File: config.mk
export PLATFORM = sky130hd
export DESIGN_NAME = mp_page_alloc
export DESIGN_NICKNAME = d
export VERILOG_FILES = /design/src/rtl/mp_alloc_pkg.sv /design/src/rtl/mp_geom_reg.sv /design/src/rtl/mp_addr_map.sv /design/src/rtl/mp_out_stage.sv /design/src/rtl/mp_page_alloc.sv
export SDC_FILE = /design/constraint.sdc
export NUM_CORES = 1
export LEC_CHECK = 0
export BUFFER_PORTS_ARGS = -buffer_cell sky130_fd_sc_hd__buf_2
export CAP_MARGIN = 25
export CORE_MARGIN = 2
export CORE_UTILIZATION = 44
export DETAILED_ROUTE_END_ITERATION = 10
export GPL_TIMING_DRIVEN = 0
export PLACE_DENSITY = 0.66
export RECOVER_POWER = 100
export SYNTH_ARGS = -nofsm -noshare
export SYNTH_HDL_FRONTEND = slang
export SYNTH_SLANG_ARGS = --single-unit
File: constraint.sdc
create_clock -name clk -period 5.36 [get_ports clk]
set_input_delay 1.072 -clock clk [delete_from_list [all_inputs] [get_ports clk]]
set_output_delay 1.072 -clock clk [all_outputs]
set_load 0.01 [all_outputs]
File: src/rtl/mp_alloc_pkg.sv
package mp_alloc_pkg;

  typedef enum logic {
    PLACE_SEQ    = 1'b0,
    PLACE_STRIPE = 1'b1
  } place_mode_e;

  typedef struct packed {
    place_mode_e mode;
    logic [1:0]  plane_lg;
    logic [2:0]  chip_lg;
  } geom_t;

  localparam logic [1:0] PLANE_LG_LIMIT = 2'd2;

endpackage

File: src/rtl/mp_geom_reg.sv
module mp_geom_reg
  import mp_alloc_pkg::*;
#(
  parameter int         CHIP_LOG2_MAX = 2,
  parameter logic       DEF_MODE      = 1'b1,
  parameter logic [1:0] DEF_PLANE_LG  = 2'd1,
  parameter logic [2:0] DEF_CHIP_LG   = 3'd1
) (
  input  logic  clk,
  input  logic  rst_n,
  input  logic  apply,
  input  geom_t req,
  input  logic  busy,
  output geom_t geom_q,
  output logic  err_q
);

  localparam logic [2:0] CHIP_LG_LIMIT = 3'(CHIP_LOG2_MAX);

  logic req_ok;
  logic take;

  assign req_ok = (req.plane_lg <= PLANE_LG_LIMIT) && (req.chip_lg <= CHIP_LG_LIMIT);
  assign take   = apply && !busy && req_ok;

  always_ff @(posedge clk) begin
    if (!rst_n) begin
      geom_q.mode     <= place_mode_e'(DEF_MODE);
      geom_q.plane_lg <= DEF_PLANE_LG;
      geom_q.chip_lg  <= DEF_CHIP_LG;
      err_q           <= 1'b0;
    end else if (apply) begin
      if (take) begin
        geom_q <= req;
        err_q  <= 1'b0;
      end else begin
        err_q  <= 1'b1;
      end
    end
  end

  AST_CFG_BUSY_KEEP: assert property (@(posedge clk) disable iff (!rst_n) apply && busy |=> $stable(geom_q));
  AST_CFG_BUSY_ERR: assert property (@(posedge clk) disable iff (!rst_n) apply && busy |=> err_q);
  AST_CFG_BAD_KEEP: assert property (@(posedge clk) disable iff (!rst_n) apply && !req_ok |=> err_q && $stable(geom_q));
  AST_PLANE_CODE_OK: assert property (@(posedge clk) disable iff (!rst_n) geom_q.plane_lg <= PLANE_LG_LIMIT);
  AST_ERR_CLEARS: assert property (@(posedge clk) disable iff (!rst_n) take |=> !err_q);

endmodule

File: src/rtl/mp_addr_map.sv
module mp_addr_map
  import mp_alloc_pkg::*;
#(
  parameter int LPN_W    = 24,
  parameter int PPB_LOG2 = 6,
  parameter int CHIP_W   = 2,
  parameter int BLK_W    = LPN_W - PPB_LOG2
) (
  input  geom_t              geom,
  input  logic [LPN_W-1:0]   lpn,
  output logic [CHIP_W-1:0]  chip,
  output logic [1:0]         plane,
  output logic [PPB_LOG2-1:0] page,
  output logic [BLK_W-1:0]   block,
  output logic               batch_last
);

  logic [LPN_W-1:0] plane_mask;
  logic [LPN_W-1:0] chip_mask;
  logic [3:0]       tgt_lg;
  logic [LPN_W-1:0] base;
  logic [LPN_W-1:0] plane_full;
  logic [LPN_W-1:0] chip_full;
  logic [LPN_W-1:0] above;
  logic [LPN_W-1:0] stripe_blk;

  assign plane_mask = (LPN_W'(1) << geom.plane_lg) - LPN_W'(1);
  assign chip_mask  = (LPN_W'(1) << geom.chip_lg) - LPN_W'(1);
  assign tgt_lg     = 4'(geom.plane_lg) + 4'(geom.chip_lg);

  // Striped mode rotates targets on the raw page number; sequential mode
  // rotates targets on the block-sized unit number.
  always_comb begin
    if (geom.mode == PLACE_STRIPE) base = lpn;
    else                           base = lpn >> PPB_LOG2;
  end

  assign plane_full = base & plane_mask;
  assign chip_full  = (base >> geom.plane_lg) & chip_mask;
  assign above      = base >> tgt_lg;
  assign stripe_blk = above >> PPB_LOG2;

  always_comb begin
    plane = plane_full[1:0];
    chip  = chip_full[CHIP_W-1:0];
    if (geom.mode == PLACE_STRIPE) begin
      page       = above[PPB_LOG2-1:0];
      block      = BLK_W'(stripe_blk);
      batch_last = (plane_full == plane_mask);
    end else begin
      page       = lpn[PPB_LOG2-1:0];
      block      = BLK_W'(above);
      batch_last = 1'b1;
    end
  end

endmodule

File: src/rtl/mp_out_stage.sv
module mp_out_stage #(
  parameter int W = 32
) (
  input  logic         clk,
  input  logic         rst_n,
  input  logic         in_valid,
  output logic         in_ready,
  input  logic [W-1:0] in_data,
  output logic         out_valid,
  input  logic         out_ready,
  output logic [W-1:0] out_data
);

  assign in_ready = !out_valid || out_ready;

  always_ff @(posedge clk) begin
    if (!rst_n) begin
      out_valid <= 1'b0;
      out_data  <= '0;
    end else if (in_ready) begin
      out_valid <= in_valid;
      if (in_valid) out_data <= in_data;
    end
  end

  AST_HOLD_STABLE: assert property (@(posedge clk) disable iff (!rst_n) out_valid && !out_ready |=> out_valid && $stable(out_data));
  AST_ACCEPT_SHOWS: assert property (@(posedge clk) disable iff (!rst_n) in_valid && in_ready |=> out_valid);
  AST_DRAIN_EMPTY: assert property (@(posedge clk) disable iff (!rst_n) out_valid && out_ready && !in_valid |=> !out_valid);

endmodule

File: src/rtl/mp_page_alloc.sv
module mp_page_alloc
  import mp_alloc_pkg::*;
#(
  parameter int LPN_W         = 24,
  parameter int PPB_LOG2      = 6,
  parameter int CHIP_LOG2_MAX = 2,
  localparam int CHIP_W       = (CHIP_LOG2_MAX > 0) ? CHIP_LOG2_MAX : 1,
  localparam int BLK_W        = LPN_W - PPB_LOG2
) (
  input  logic                clk,
  input  logic                rst_n,
  input  logic                cfg_apply,
  input  logic                cfg_mode,
  input  logic [1:0]          cfg_plane_lg,
  input  logic [2:0]          cfg_chip_lg,
  output logic                cfg_err,
  input  logic                in_valid,
  output logic                in_ready,
  input  logic [LPN_W-1:0]    in_lpn,
  output logic                out_valid,
  input  logic                out_ready,
  output logic [CHIP_W-1:0]   out_chip,
  output logic [1:0]          out_plane,
  output logic [PPB_LOG2-1:0] out_page,
  output logic [BLK_W-1:0]    out_block,
  output logic                out_batch_last
);

  localparam int RES_W = 1 + CHIP_W + 2 + PPB_LOG2 + BLK_W;

  geom_t geom;
  geom_t geom_req;
  logic  busy;

  logic [CHIP_W-1:0]   m_chip;
  logic [1:0]          m_plane;
  logic [PPB_LOG2-1:0] m_page;
  logic [BLK_W-1:0]    m_block;
  logic                m_last;
  logic [RES_W-1:0]    res_in;
  logic [RES_W-1:0]    res_out;

  assign geom_req.mode     = place_mode_e'(cfg_mode);
  assign geom_req.plane_lg = cfg_plane_lg;
  assign geom_req.chip_lg  = cfg_chip_lg;
  assign busy              = out_valid || in_valid;

  mp_geom_reg #(
    .CHIP_LOG2_MAX(CHIP_LOG2_MAX)
  ) u_geom (
    .clk    (clk),
    .rst_n  (rst_n),
    .apply  (cfg_apply),
    .req    (geom_req),
    .busy   (busy),
    .geom_q (geom),
    .err_q  (cfg_err)
  );

  mp_addr_map #(
    .LPN_W   (LPN_W),
    .PPB_LOG2(PPB_LOG2),
    .CHIP_W  (CHIP_W),
    .BLK_W   (BLK_W)
  ) u_map (
    .geom       (geom),
    .lpn        (in_lpn),
    .chip       (m_chip),
    .plane      (m_plane),
    .page       (m_page),
    .block      (m_block),
    .batch_last (m_last)
  );

  assign res_in = {m_last, m_chip, m_plane, m_page, m_block};

  mp_out_stage #(
    .W(RES_W)
  ) u_out (
    .clk       (clk),
    .rst_n     (rst_n),
    .in_valid  (in_valid),
    .in_ready  (in_ready),
    .in_data   (res_in),
    .out_valid (out_valid),
    .out_ready (out_ready),
    .out_data  (res_out)
  );

  assign {out_batch_last, out_chip, out_plane, out_page, out_block} = res_out;

  AST_SEQ_BATCH: assert property (@(posedge clk) disable iff (!rst_n) out_valid && geom.mode == PLACE_SEQ |-> out_batch_last);
  AST_PLANE_RANGE: assert property (@(posedge clk) disable iff (!rst_n) out_valid |-> (3'(out_plane) < (3'd1 << geom.plane_lg)));
  AST_STRIPE_BATCH: assert property (@(posedge clk) disable iff (!rst_n) out_valid && geom.mode == PLACE_STRIPE && out_batch_last |-> (3'(out_plane) == ((3'd1 << geom.plane_lg) - 3'd1)));
  AST_GEOM_IDLE_ONLY: assert property (@(posedge clk) disable iff (!rst_n) busy |=> $stable(geom));

endmodule

# After elaboration in Yosys (flattened, before gate mapping)
# Cells that the tools add are included.
word_totals:
  n_memories: 0
  wordCells: 32
  in_bits: 35
  latch_bits: 0
  reg_bits: 37
  mem_bits_rw: 0
  rom_bits: 0
op_classes:
  magnitude_cmp: 2
  mul: 0
  eq_ne: 1
  n_reduce_logical: 9
  n_bitwise: 2
  div_mod_pow: 0
  add_sub_neg: 3
  shifts: 4
  muxes: 5
op_table:
  columns: ["cell", "n"]
  rows:
  - ["AND 24 bit", 1]
  - ["equality test 24 bit", 1]
  - ["2-to-1 mux 24 bit", 1]
  - ["<< shifter 1 x 2 -> 24 bit (first input constant)", 1]
  - [">> shifter 24 x 2 -> 2 bit", 1]
  - [">> shifter 24 x 4 -> 24 bit", 1]
  - ["subtractor 24 x 2 -> 24 bit (second input constant)", 1]
  - ["2-to-1 mux 18 bit", 1]
  - ["2-to-1 mux 6 bit", 1]
  - ["adder 2 x 3 -> 4 bit", 1]
  - ["AND reduction 2 bit", 2]
  - ["less-or-equal comparator 3 x 2 -> 1 bit (second input constant)", 1]
  - ["logical AND 1 bit", 3]
  - ["<< shifter 1 x 3 -> 2 bit (first input constant)", 1]
  - ["AND 2 bit", 1]
  - ["less-or-equal comparator 2 bit (second input constant)", 1]
  - ["logical NOT 1 bit", 2]
  - ["logical OR 1 bit", 2]
  - ["2-to-1 mux 1 bit", 2]
  - ["subtractor 2 bit (second input constant)", 1]

# Longest topological paths before layout
# Gate-level depths: netlist (run 1).
logic_depth:
  depth_word: 5
  depth_mapped: 12
  depth_no_buf: 9

# Cells and area by module
# From an unflattened synthesis (run 1), not the netlist that was laid out.
unflattened:
  cells_unflattened: 433
  hier_area_um2: 3719.8
by_module_without_submodules:
  columns: ["mod", "seq_area_each_um2", "cells_per_inst", "n_inst", "area_each_um2"]
  rows:
  - ["mp_addr_map", 0.0, 271, 1, 2215.9]
  - ["mp_out_stage", 600.6, 131, 1, 1202.4]
  - ["mp_geom_reg", 140.1, 30, 1, 295.3]
  - ["mp_page_alloc", 0.0, 1, 1, 6.3]

# Least setup slack after synthesis (run 1)
# OpenSTA, ideal clock, no wires.
synth_timing:
  path_kind: "register -> register"
  from: "register u_geom.geom_q[3] in the netlist's numbering"
  to: "register u_out.out_data[18]"
  synth_period_minus_slack_ns: 2.660
  t_arrival_ns: 2.573
  setup_ns: 0.087
  path_stages_with_launch: 12
  required_ns: 5.273
  setup_slack_ns: 2.700
  path_buffers: 2
  cell_sequence: "dfxtp_1 > ha_1 > inv_1 > fa_1 > xor2_2 > buf_6 > buf_6 > mux2i_1 > mux2i_1 > a211oi_1 > nor3_1 > nor4b_2"
synth_via:
  elab_chain_cells: 3
synth_lines:
  columns: ["element", "line_no", "rtl"]
  rows:
  - ["start, declared", "mp_geom_reg.sv:14", "output geom_t geom_q,"]
  - ["start signal, assigned", "mp_geom_reg.sv:34", "geom_q <= req;"]
  - ["adder 2 x 3 -> 4 bit", "mp_addr_map.sv:29", "assign tgt_lg = 4'(geom.plane_lg) + 4'(geom.chip_lg);"]
  - [">> shifter 24 x 4 -> 24 bit", "mp_addr_map.sv:40", "assign above = base >> tgt_lg;"]
  - ["2-to-1 mux 6 bit", "mp_addr_map.sv:46", "if (geom.mode == PLACE_STRIPE) begin"]
  - ["end signal, assigned", "mp_out_stage.sv:22", "if (in_valid) out_data <= in_data;"]
  - ["end, declared", "mp_out_stage.sv:11", "output logic [W-1:0] out_data"]
# No other way between the ends.
# A chain may end at the register's enable or synchronous reset.

# Worst setup path in the final report (run 1)
layout_timing:
  from: "register u_geom.geom_q[3] in the netlist's numbering"
  to: "register u_out.out_data[2]"
layout_via:
  elab_chain_cells: 3
layout_lines:
  columns: ["element", "line_no"]
  rows:
  - ["adder 2 x 3 -> 4 bit", "mp_addr_map.sv:29"]
  - [">> shifter 24 x 4 -> 24 bit", "mp_addr_map.sv:40"]
  - ["2-to-1 mux 18 bit", "mp_addr_map.sv:46"]
# No other way between the ends.

==> qor.txt, run 1 <==
outcome: finished clean
CTS H-tree lvls: 2
Tot GR Track Use: 30.7%
#FFs+latches synth: 37
startpoint types: flip-flop
# nets final: 517
Data required, critical path: 5.54 ns
GPL Wtd Cong: 0.999
switching share of power: 36.9%
IO buf count: 66
clk_lat worst skew: 0.30 ns
starting density of the core: 44.7%
initial antenna violation count: 0
switching pwr: 0.295 mW
endpoints failing hold: 0
n_diodes: 0
post-layout util: 51.2%
FMAX: 0.253 GHz
placed inst area: 0.00388 mm2
Synth Net Count: 444
Num CTS Buffers: 5
synth warn: 0
Layout Skew: 0.00986 ns
Post-CTS Setup Inserts: 0
Pre-antenna DRT Iters: 4
RSZ-0062 raised after global routing: no
core area: 0.00765 mm2
Power per Cell Area: 204 mW/mm2
CTS tree: yes
Relative slew margins: 53.2%
Clock Power Share: 24.5%
crit path kind: flip-flop to flip-flop
Final period util: 73.6%
clock-pin slew on the worst setup and hold paths: 0.08 ns
CTS max path bufs: 2
setup TNS: 0 ns
DIE AREA: 0.00850 mm2
number of synthesized flops with an enable pin: 0
final instance area: 0.00391 mm2
Antenna Nets Post-Route: 0
via count: 3590
Comb power frac: 37.2%
Leakage: 1.54 nW
vias in the first global route: 3471
drt wl/cell: 22.1 um
worst-margin pin slew: 0.693 ns
Post-synth top flop: dfxtp_1
Max VDD drop: 0.123 mV
Hold WC Path Type: flip-flop to flip-flop
asr flop ratio synth: 0%
critical path peak fanout: 10
First DRT Iteration DRCs: 232
Top Ports: 67
Vert. Die Dim: 92.2 um
DRC errors left: 0
Post-DP HPWL: 10.1 mm
Cell Area, Synth: 0.00342 mm2
Syn Inst Count: 404
Internal: 0.504 mW
Clock Sinks: 37
clock root buffer: clkbuf_8
CP endpoint kind: flip-flop
Syn Area/Cell: 8.47 um2
worst hold slack: 0.454 ns
Slew Viols, Final: 0
max_cap viols: 0
number of hold buffers added after cts: 0
largest net degree at the start of global routing: 13
Area Overhead vs Synth: 14.3%
sequential share of power: 38.2%
library cells used by synthesis: 63
via-per-instance ratio: 6.19
number of fill cells: 816
GR Overflow Total: 0
first-pass GRT wire length: 19.8 mm
Die W: 92.2 um
drt total wl: 12.8 mm
Final Critical Period: 3.95 ns
post-CTS sizing: 0
post-synthesis sequential area ratio: 21.6%
setup violators final: 0
share of cells above drive strength 1: 19.5%
Rows: 32
Worst Path Arrival: 4.13 ns
[worst max-delay path: stages (launching register included)]
cell and delay [ns]:
dfxtp_1 0.53, ha_1 0.24, inv_1 0.06, fa_1 0.61, clkbuf_1 0.49, clkbuf_1 0.46
clkbuf_1 0.41, clkbuf_1 0.40, mux2i_1 0.29, nor2_1 0.07, nor4_1 0.18, nor3_1 0.08
[area by class of cell]
class                   instances  area, um2  area share [%]
flip-flops and latches         37        741            18.9
inverters                       9       33.8           0.863
multi-input cells             322       2430            62.1
clock inverters                 3       17.5           0.448
clock buffers                   5       68.8            1.76
well taps                     102        128            3.26
repair buffers                 66        289            7.39
plain buffers                  36        206            5.28
[routing by layer]
metal  global-route usage (%)  up-vias  part of all wire, %
met1                     40.3     1727                   44
met4                     7.09        0                  1.6
met2                     49.8      159                   46
met3                     9.20       20                  7.8
met5                        0        -                    0
li1                         -     1684                    -
[Yosys cell counts, types with 8 or more instances]
library cell   n  area share (%)
nand2_1       45             4.9
dfxtp_1       37              22
o21ai_0       26             3.8
nor2_1        24             2.6
mux2i_1       19             5.6
mux4_2        18              12
a21oi_1       17             2.5
clkbuf_1      15             1.6
nor3_1        14             2.0
mux2_2        12             3.9
buf_2         11             1.6
nand3_1       10             1.5
inv_1          9            0.99
mux2_1         9             3.0
nor2b_1        9             1.6
and2_1         8             1.5
nand2b_1       8             1.5
[cells in the final DEF (no fill, tap or decap), types with 4 or more instances in the layout]
cell,Yosys,routed
and3_1,7,7
nand3_1,10,10
nor2_1,24,24
a211oi_1,6,6
o211ai_1,7,7
o21ai_0,26,29
mux2i_1,19,19
dfxtp_1,37,37
mux2_1,9,9
mux4_2,18,18
o22ai_1,6,6
ha_1,4,4
nand2b_1,8,8
mux2_2,12,12
nand4_1,4,4
clkbuf_1,15,54
nand2_1,45,45
and2_1,8,6
a21oi_1,17,17
o311ai_0,2,4
inv_1,9,9
clkbuf_8,0,5
buf_6,7,7
buf_2,11,39
nor3_1,14,14
nor2b_1,9,9
a311oi_1,5,5
a22o_1,4,4
[worst paths after layout]
path                                     endpoint         startpoint  slack, ns  depth (start not counted)
worst min-delay path            u_out.out_data[0]  u_out.out_data[0]       0.45                          2
worst max-delay path            u_out.out_data[2]   u_geom.geom_q[3]       1.41                         11
worst min register to register  u_out.out_data[0]  u_out.out_data[0]       0.45                          2
worst max register to register  u_out.out_data[2]   u_geom.geom_q[3]       1.41                         11
[registers in the layout (all words and copies together), names as in the netlist]
| name | flops |
|---|---|
| u_out.out_data | 29 |
| u_out.out_valid | 1 |
| u_geom.err_q | 1 |
| u_geom.geom_q | 6 |
[cell families after synthesis]
group	count (synthesis)	synth area share (%)
adders and majority gates	5	2.05
and+or+nand+nor	141	20.3
buffers and inverters	45	7.20
xor gates and xnor gates	2	0.731
DFF	37	21.6
muxes	59	24.8
AOI/OAI and AO/OA	115	23.3
[through the flow]
step	std cells	power, mW	worst slack, ns
after detailed placement	572	0.608	2.09
after floorplan	404	0.502	2.70
after CTS	580	0.801	2.06
after global placement	572	0.608	2.09
final	580	0.799	1.41
after global routing	580	0.835	1.05
[power groups by stage]
stage          registers [mW]  logic (mW)  clock network, mW
4_1_cts                 0.305       0.297              0.199
5_1_grt                 0.308       0.319              0.207
2_1_floorplan           0.320       0.182                  0
3_3_place_gp            0.311       0.297                  0
6_report                0.306       0.298              0.196
3_5_place_dp            0.312       0.296                  0
No activity file was read; power rests on OpenSTA's default activity.
==> inputs of run 2 (changes only) <==
- ABC_AREA: unset -> 1
- PLACE_DENSITY: 0.66 -> 0.67
- clock period: 5.36 -> 4.08 ns (I/O delays scaled with it)
==> run 2 against run 1 <==
Net effect:
- cell area fell by 7.6%
- via count rose by 11%
- final cell count rose by 20%
- die area fell by 8.6%
- combinational power rose by 50%
- core utilization rose by 1.7 points
- clock skew fell by 0.0044 ns
==> qor.txt, run 2 <==
clock-pin slew on the worst setup and hold paths: 0.09 ns (was 0.08 ns)
Antenna Nets Post-Route: 0 (unchanged)
Worst Path Arrival: 2.96 ns (was 4.13 ns)
switching share of power: 39.5% (was 36.9%)
grt met2 use: 49.4% (was 49.8%)
max_cap viols: 0 (unchanged)
CP Buf/Inv Count: 4 (was 5)
simple-gate share of the synthesized area: 52.5% (was 20.3%)
Post-Synth Adder-Cell Area: 2.25% (was 2.05%)
via-per-instance ratio: 5.70 (was 6.19)
n_diodes: 0 (unchanged)
largest family of logic cells by synthesized area: simple AND/OR/NAND/NOR gates (was multiplexers)
Synth top cells by count: nand2_1, nand3_1, dfxtp_1 (was nand2_1, dfxtp_1, o21ai_0)
met3 GRT Util: 2.83% (was 9.20%)
GR Overflow Total: 0 (unchanged)
vias in the first global route: 3558 (was 3471)
Hold WC Path Type: flip-flop to flip-flop (unchanged)
post-CTS sizing: 0 (unchanged)
Finished Layout Cells: 698 (was 580)
Max VDD drop: 0.237 mV (was 0.123 mV)
Die W: 88.1 um (was 92.2 um)
Final period util: 67.5% (was 73.6%)
RSZ-0062 raised after global routing: no (unchanged)
Pre-antenna DRT Iters: 6 (was 4)
Worst R2R Setup Slack: 1.33 ns (was 1.41 ns)
Tot Pwr: 1.19 mW (was 0.799 mW)
CTS H-tree lvls: 2 (unchanged)
Num CTS Buffers: 5 (unchanged)
Post-CTS Setup Inserts: 0 (unchanged)
Cells after DPL: 690 (was 572)
FMAX: 0.363 GHz (was 0.253 GHz)
CTS max path bufs: 2 (unchanged)
top cell type's share of synthesized area: 24.7% (was 21.6%)
Leakage: 1.78 nW (was 1.54 nW)
clk_lat worst skew: 0.30 ns (about the same)
setup TNS: 0 ns (unchanged)
CP endpoint kind: flip-flop (unchanged)
sequential share of power: 34.4% (was 38.2%)
Max stage delay cell, worst path: fa_1 (unchanged)
max reg flops: 29 (unchanged)
largest net degree at the start of global routing: 14 (was 13)
Rows: 30 (was 32)
Syn Inst Count: 528 (was 404)
Post-Synth XOR/XNOR Area: 0.884% (was 0.731%)
Data required, critical path: 4.29 ns (was 5.54 ns)
largest cells by area after synthesis: nand3_1, dfxtp_1, nand2_1 (was dfxtp_1, mux4_2, mux2i_1)
critical path peak fanout: 10 (unchanged)
Syn Area/Cell: 5.90 um2 (was 8.47 um2)
switching pwr: 0.471 mW (was 0.295 mW)
share of cells above drive strength 1: 11.5% (was 19.5%)
library cells used by synthesis: 32 (was 63)
DRC errors left: 0 (unchanged)
Final Critical Period: 2.75 ns (was 3.95 ns)
DIE AREA: 0.00777 mm2 (was 0.00850 mm2)
Post-synth top flop: dfxtp_1 (unchanged)
Synth Net Count: 568 (was 444)
startpoint types: flip-flop (unchanged)
Slew Viols, Final: 0 (unchanged)
initial antenna violation count: 0 (unchanged)
Clock Sinks: 37 (unchanged)
drt wl/cell: 16.2 um (was 22.1 um)
crit path kind: flip-flop to flip-flop (unchanged)
synth warn: 0 (unchanged)
Tot GR Track Use: 30.1% (was 30.7%)
GPL Wtd Cong: 0.980 (was 0.999)
post-synthesis sequential area ratio: 23.8% (was 21.6%)
Comb power frac: 37.5% (was 37.2%)
endpoints failing hold: 0 (unchanged)
Top Registers: u_out.out_data (29), u_geom.geom_q (6) (unchanged)
setup violators final: 0 (unchanged)
most frequent cell after synthesis: nand2_1 (unchanged)
Cell Area, Synth: 0.00311 mm2 (was 0.00342 mm2)
Post-DP HPWL: 9.11 mm (was 10.1 mm)
worst hold slack: 0.477 ns (was 0.454 ns)
Most Crowded Layer GR: met2 (unchanged)
Relative slew margins: 59.6% (was 53.2%)
most common cell after layout, fill and taps aside: nand2_1 (was clkbuf_1)
asr flop ratio synth: 0% (unchanged)
number of synthesized flops with an enable pin: 0 (unchanged)
Internal: 0.722 mW (was 0.504 mW)
most frequent CP cell: nand3_1 (was clkbuf_1)
Top Ports: 67 (unchanged)
most frequent cells in the layout: nand2_1, nand3_1, buf_2, clkbuf_1, dfxtp_1 (was clkbuf_1, nand2_1, buf_2, dfxtp_1, o21ai_0)
number of fill cells: 785 (was 816)
outcome: finished clean (unchanged)
met1 Use GR: 42.4% (was 40.3%)
drt total wl: 11.3 mm (was 12.8 mm)
number of hold buffers added after cts: 0 (unchanged)
Max stage delay on crit path: 0.55 ns (was 0.61 ns)
Clock Power Share: 28.1% (was 24.5%)
first-pass GRT wire length: 18.1 mm (was 19.8 mm)
worst path cell trace: ha_1 > inv_1 > fa_1 > inv_1 > clkbuf_1 > nand3_1 > nand3_1 > nand3_1 > nand3_1 > nand3_1 > nand2_1 > inv_1 (was ha_1 > inv_1 > fa_1 > clkbuf_1 > clkbuf_1 > clkbuf_1 > clkbuf_1 > mux2i_1 > nor2_1 > nor4_1 > nor3_1)
starting density of the core: 45.6% (was 44.7%)
Power per Cell Area: 330 mW/mm2 (was 204 mW/mm2)
delay-heaviest family, CP: simple AND/OR/NAND/NOR gates (was buffers and inverters)
post-synth top area cell: nand3_1 (was dfxtp_1)
IO buf count: 66 (unchanged)
clock root buffer: clkbuf_8 (unchanged)
via count: 3978 (was 3590)
# nets final: 641 (was 517)
#FFs+latches synth: 37 (unchanged)
Area Overhead vs Synth: 16.0% (was 14.3%)
First DRT Iteration DRCs: 413 (was 232)
post-synthesis mux area share: 0% (was 24.8%)
CTS tree: yes (unchanged)
worst-margin pin slew: 0.607 ns (was 0.693 ns)
Biggest register: u_out.out_data (unchanged)
core area: 0.00683 mm2 (was 0.00765 mm2)
Layout Skew: 0.00545 ns (was 0.00986 ns)
post-synthesis compound-gate area fraction: 10.9% (was 23.3%)
Vert. Die Dim: 88.1 um (was 92.2 um)
==> run 2: cell type report <==
class | instances | area (um2) | share of cell area [%]
clock inverter | 3 | 46.3 | 1.28
sequential | 37 | 741 | 20.5
timing repair buffer | 66 | 289 | 8.00
tap | 96 | 120 | 3.32
clock buffer | 5 | 68.8 | 1.90
buffer | 29 | 154 | 4.26
multi-input combinational | 423 | 2050 | 56.6
inverter | 39 | 149 | 4.12
==> run 2: logic make-up after synthesis <==
logic type                 count (synthesis)
xor gates and xnor gates                   1
DFF                                       37
and+or+nand+nor                          360
buffers and inverters                     68
AOI/OAI and AO/OA                         57
adders and majority gates                  5
==> run 2: power by group through the flow <==
stage                     clock network [mW]  registers (mW)  logic (mW)
after floorplan                            0           0.431       0.285
after global placement                     0           0.417       0.445
after detailed placement                   0           0.417       0.447
after CTS                              0.339           0.409       0.449
after global routing                   0.354           0.414       0.493
final                                  0.336           0.410       0.448
==> run 2: through the flow <==
stage | instance area (um2) | util (%) | worst slack [ns]
3_3_place_gp | 3560 | 52.2 | 1.39
6_report | 3610 | 52.9 | 1.33
5_1_grt | 3610 | 52.9 | 1.15
3_5_place_dp | 3560 | 52.2 | 1.39
2_1_floorplan | 3110 | - | 1.89
4_1_cts | 3680 | 53.9 | 1.38
==> run 2: worst reg2reg max path: cells and delay by family (launching register included) <==
family        cells  cell delay [ns]
flops             1             0.40
fa+ha+maj         2             0.75
simple gates      6             0.82
buf+inv           4             0.70
==> run 2: per-layer routing <==
layer | part of all wire, % | up-vias
met3 | 6.3 | 19
li1 | - | 1942
met2 | 45 | 191
met5 | 0 | -
met1 | 46 | 1826
met4 | 2.3 | 0
==> run 2: worst paths after layout <==
path / from / depth (start not counted) / to
hold reg to reg: u_out.out_data[27] / 2 / u_out.out_data[27]
hold / removal: u_out.out_data[27] / 2 / u_out.out_data[27]
setup reg to reg: u_geom.geom_q[3] / 12 / u_out.out_data[4]
setup / recovery: u_geom.geom_q[3] / 12 / u_out.out_data[4]
==> inputs of run 3 (changes only) <==
- PLACE_DENSITY: 0.67 -> 0.69
- clock period: 4.08 -> 2.2 ns (I/O delays scaled with it)
==> run 3 against run 2 <==
Net effect:
- the flow now finishes with violations (setup timing)
- sequential share of layout area decreased by 2.2 points
- non-clock buffer count increased by 7
- worst hold slack got worse by 0.099 ns
- first-iteration DRC count decreased by 16%
- core utilization increased by 6.9 points
- clock skew increased by 0.0017 ns
- clock-buffer cell count increased by 1
- sequential cell count unchanged
- clock power increased by 88%
- via count increased by 2.9%
- combinational power increased by 120%
- critical path type unchanged
- largest cell class unchanged
==> qor.txt, run 3 (synthesized netlist as in run 2, its figures left out) <==
Final period util: 103% (was 67.5%)
worst-margin pin slew: 0.518 ns (was 0.607 ns)
critical path peak fanout: 10 (unchanged)
placed inst area: 0.00356 mm2 (unchanged)
post-layout util: 59.8% (was 52.9%)
largest net degree at the start of global routing: 13 (was 14)
crit path capture: u_out.out_data[2] (was u_out.out_data[4])
Area Overhead vs Synth: 31.1% (was 16.0%)
sequential share of power: 31.8% (was 34.4%)
failing checks: setup timing
via count: 4095 (was 3978)
DIE AREA: 0.00777 mm2 (unchanged)
met1 Use GR: 40.1% (was 42.4%)
Post-DP HPWL: 9.37 mm (was 9.11 mm)
Layout Skew: 0.00717 ns (was 0.00545 ns)
switching share of power: 39.5% (about the same)
PnR worst setup slack: -0.0628 ns (was 1.33 ns)
RSZ-0062 raised after global routing: yes (was no)
share of cells above drive strength 1: 26.1% (was 11.5%)
Data required, critical path: 2.39 ns (was 4.29 ns)
crit path kind: flip-flop to flip-flop (unchanged)
setup violators final: 12 (was 0)
Die W: 88.1 um (unchanged)
first-pass GRT wire length: 18.8 mm (was 18.1 mm)
Max VDD drop: 0.411 mV (was 0.237 mV)
Rows: 30 (unchanged)
Hold WC Path Type: input pin to flip-flop (was flip-flop to flip-flop)
Leakage: 1.97 nW (was 1.78 nW)
clock-pin slew on the worst setup and hold paths: 0.08 ns (was 0.09 ns)
drt wl/cell: 16.9 um (was 16.2 um)
Reg2Reg Launch Point: u_geom.geom_q[3] (unchanged)
Vert. Die Dim: 88.1 um (unchanged)
GR Overflow Total: 0 (unchanged)
Worst Setup SP: u_geom.geom_q[3] (unchanged)
Antenna Nets Post-Route: 0 (unchanged)
Internal: 1.45 mW (was 0.722 mW)
CTS tree: yes (unchanged)
CTS max path bufs: 2 (unchanged)
via-per-instance ratio: 5.81 (was 5.70)
Clock Sinks: 37 (unchanged)
Most Crowded Layer GR: met2 (unchanged)
number of fill cells: 709 (was 785)
most frequent cells in the layout: nand2_1, nand3_1, nand3_2, buf_2, clkbuf_1 (was nand2_1, nand3_1, buf_2, clkbuf_1, dfxtp_1)
Slew Viols, Final: 0 (unchanged)
core area: 0.00683 mm2 (unchanged)
final instance area: 0.00408 mm2 (was 0.00361 mm2)
number of hold buffers added after cts: 0 (unchanged)
CTS H-tree lvls: 2 (unchanged)
GPL Wtd Cong: 0.980 (unchanged)
Biggest register: u_out.out_data (unchanged)
Pre-antenna DRT Iters: 5 (was 6)
max reg flops: 29 (unchanged)
drt total wl: 11.9 mm (was 11.3 mm)
initial antenna violation count: 0 (unchanged)
met3 GRT Util: 5.18% (was 2.83%)
max_cap viols: 0 (unchanged)
Top Ports: 67 (unchanged)
worst hold slack: 0.379 ns (was 0.477 ns)
FF-to-FF End: u_out.out_data[2] (was u_out.out_data[4])
Power per Cell Area: 585 mW/mm2 (was 330 mW/mm2)
Tot GR Track Use: 31.1% (was 30.1%)
starting density of the core: 45.6% (unchanged)
Clock Power Share: 26.5% (was 28.1%)
First DRT Iteration DRCs: 345 (was 413)
Finished Layout Cells: 705 (was 698)
DRC errors left: 0 (unchanged)
n_diodes: 0 (unchanged)
Num CTS Buffers: 5 (unchanged)
area of the multi-input gates: 0.00238 mm2 (was 0.00205 mm2)
clk_lat worst skew: 0.29 ns (was 0.30 ns)
Top Registers: u_out.out_data (29), u_geom.geom_q (6) (unchanged)
startpoint types: flip-flop (unchanged)
worst slack at placement: -0.550 ns (was 1.39 ns)
register area: 747 um2 (was 741 um2)
grt met2 use: 51.9% (was 49.4%)
setup TNS: -0.370 ns (was 0 ns)
Worst Path Arrival: 2.45 ns (was 2.96 ns)
Tot Pwr: 2.39 mW (was 1.19 mW)
Relative slew margins: 65.5% (was 59.6%)
clock root buffer: clkbuf_8 (unchanged)
Worst R2R Setup Slack: -0.06 ns (was 1.33 ns)
CP endpoint kind: flip-flop (unchanged)
FMAX: 0.442 GHz (was 0.363 GHz)
endpoints failing hold: 0 (unchanged)
Reg2Reg Depth: 13 (was 12)
# nets final: 648 (was 641)
switching pwr: 0.943 mW (was 0.471 mW)
vias in the first global route: 3778 (was 3558)
most common cell after layout, fill and taps aside: nand2_1 (unchanged)
Cells after DPL: 690 (unchanged)
Final Critical Period: 2.26 ns (was 2.75 ns)
IO buf count: 66 (unchanged)
Comb power frac: 41.7% (was 37.5%)
outcome: complete, but fails checks (was finished clean)
==> run 3: cell types whose count changed in the layout (fill, tap and decap cells not counted), sizes merged <==
cell | before | now
clkinv | 3 | 1
buf | 50 | 60
clkbuf | 50 | 48
clkinvlp | 1 | 2
==> run 3: worst max-delay path, stage by stage (launching register included) <==
cell	delay [ns]
dfxtp_4	0.35
ha_1	0.15
inv_1	0.07
fa_2	0.69
inv_4	0.09
buf_12	0.16
nand3_1	0.10
nand3_1	0.11
nand3_2	0.09
nand2_2	0.11
nand2_1	0.08
nand3_1	0.06
nand2_1	0.06
inv_1	0.04
==> run 3: power groups by stage <==
stage / clock (mW) / combinational (mW) / sequential, mW
5_1_grt: 0.672 / 1.08 / 0.767
4_1_cts: 0.643 / 0.879 / 0.758
6_report: 0.632 / 0.997 / 0.760
2_1_floorplan: 0 / 0.529 / 0.799
3_3_place_gp: 0 / 0.830 / 0.772
3_5_place_dp: 0 / 0.832 / 0.774
==> run 3: how the worst min path moves through the flow <==
stage	startpoint	endpoint	slack [ns]	depth (start not counted)
after floorplan	u_geom.geom_q[0]	u_geom.geom_q[0]	0.47	2
after global placement	u_out.out_data[27]	u_out.out_data[27]	0.45	2
after detailed placement	u_out.out_data[27]	u_out.out_data[27]	0.46	2
after CTS	cfg_plane_lg[0]	u_geom.geom_q[3]	0.38	3
after global routing	cfg_plane_lg[0]	u_geom.geom_q[3]	0.40	3
final	cfg_plane_lg[0]	u_geom.geom_q[3]	0.38	3
==> run 3: routing by layer <==
layer	share of wire [%]	vias up
met5	0	-
met4	3.6	0
met3	7.2	46
met2	45	203
met1	44	1883
li1	-	1963
==> run 3: final cells by class <==
class | instances | area share (%)
Sequential cell | 37 | 18.3
Multi-Input combinational cell | 423 | 58.3
Clock inverter | 2 | 0.919
Timing Repair Buffer | 73 | 8.70
Inverter | 39 | 3.80
Clock buffer | 6 | 2.02
Tap cell | 96 | 2.94
Buffer | 29 | 4.99
==> run 3: what timing repair did <==
action | in CTS | in global routing
gates resized for setup | 33 | 66
setup buffers | 2 | 5
pin swaps | 4 | 12
endpoints found under the setup margin | 24 | 22
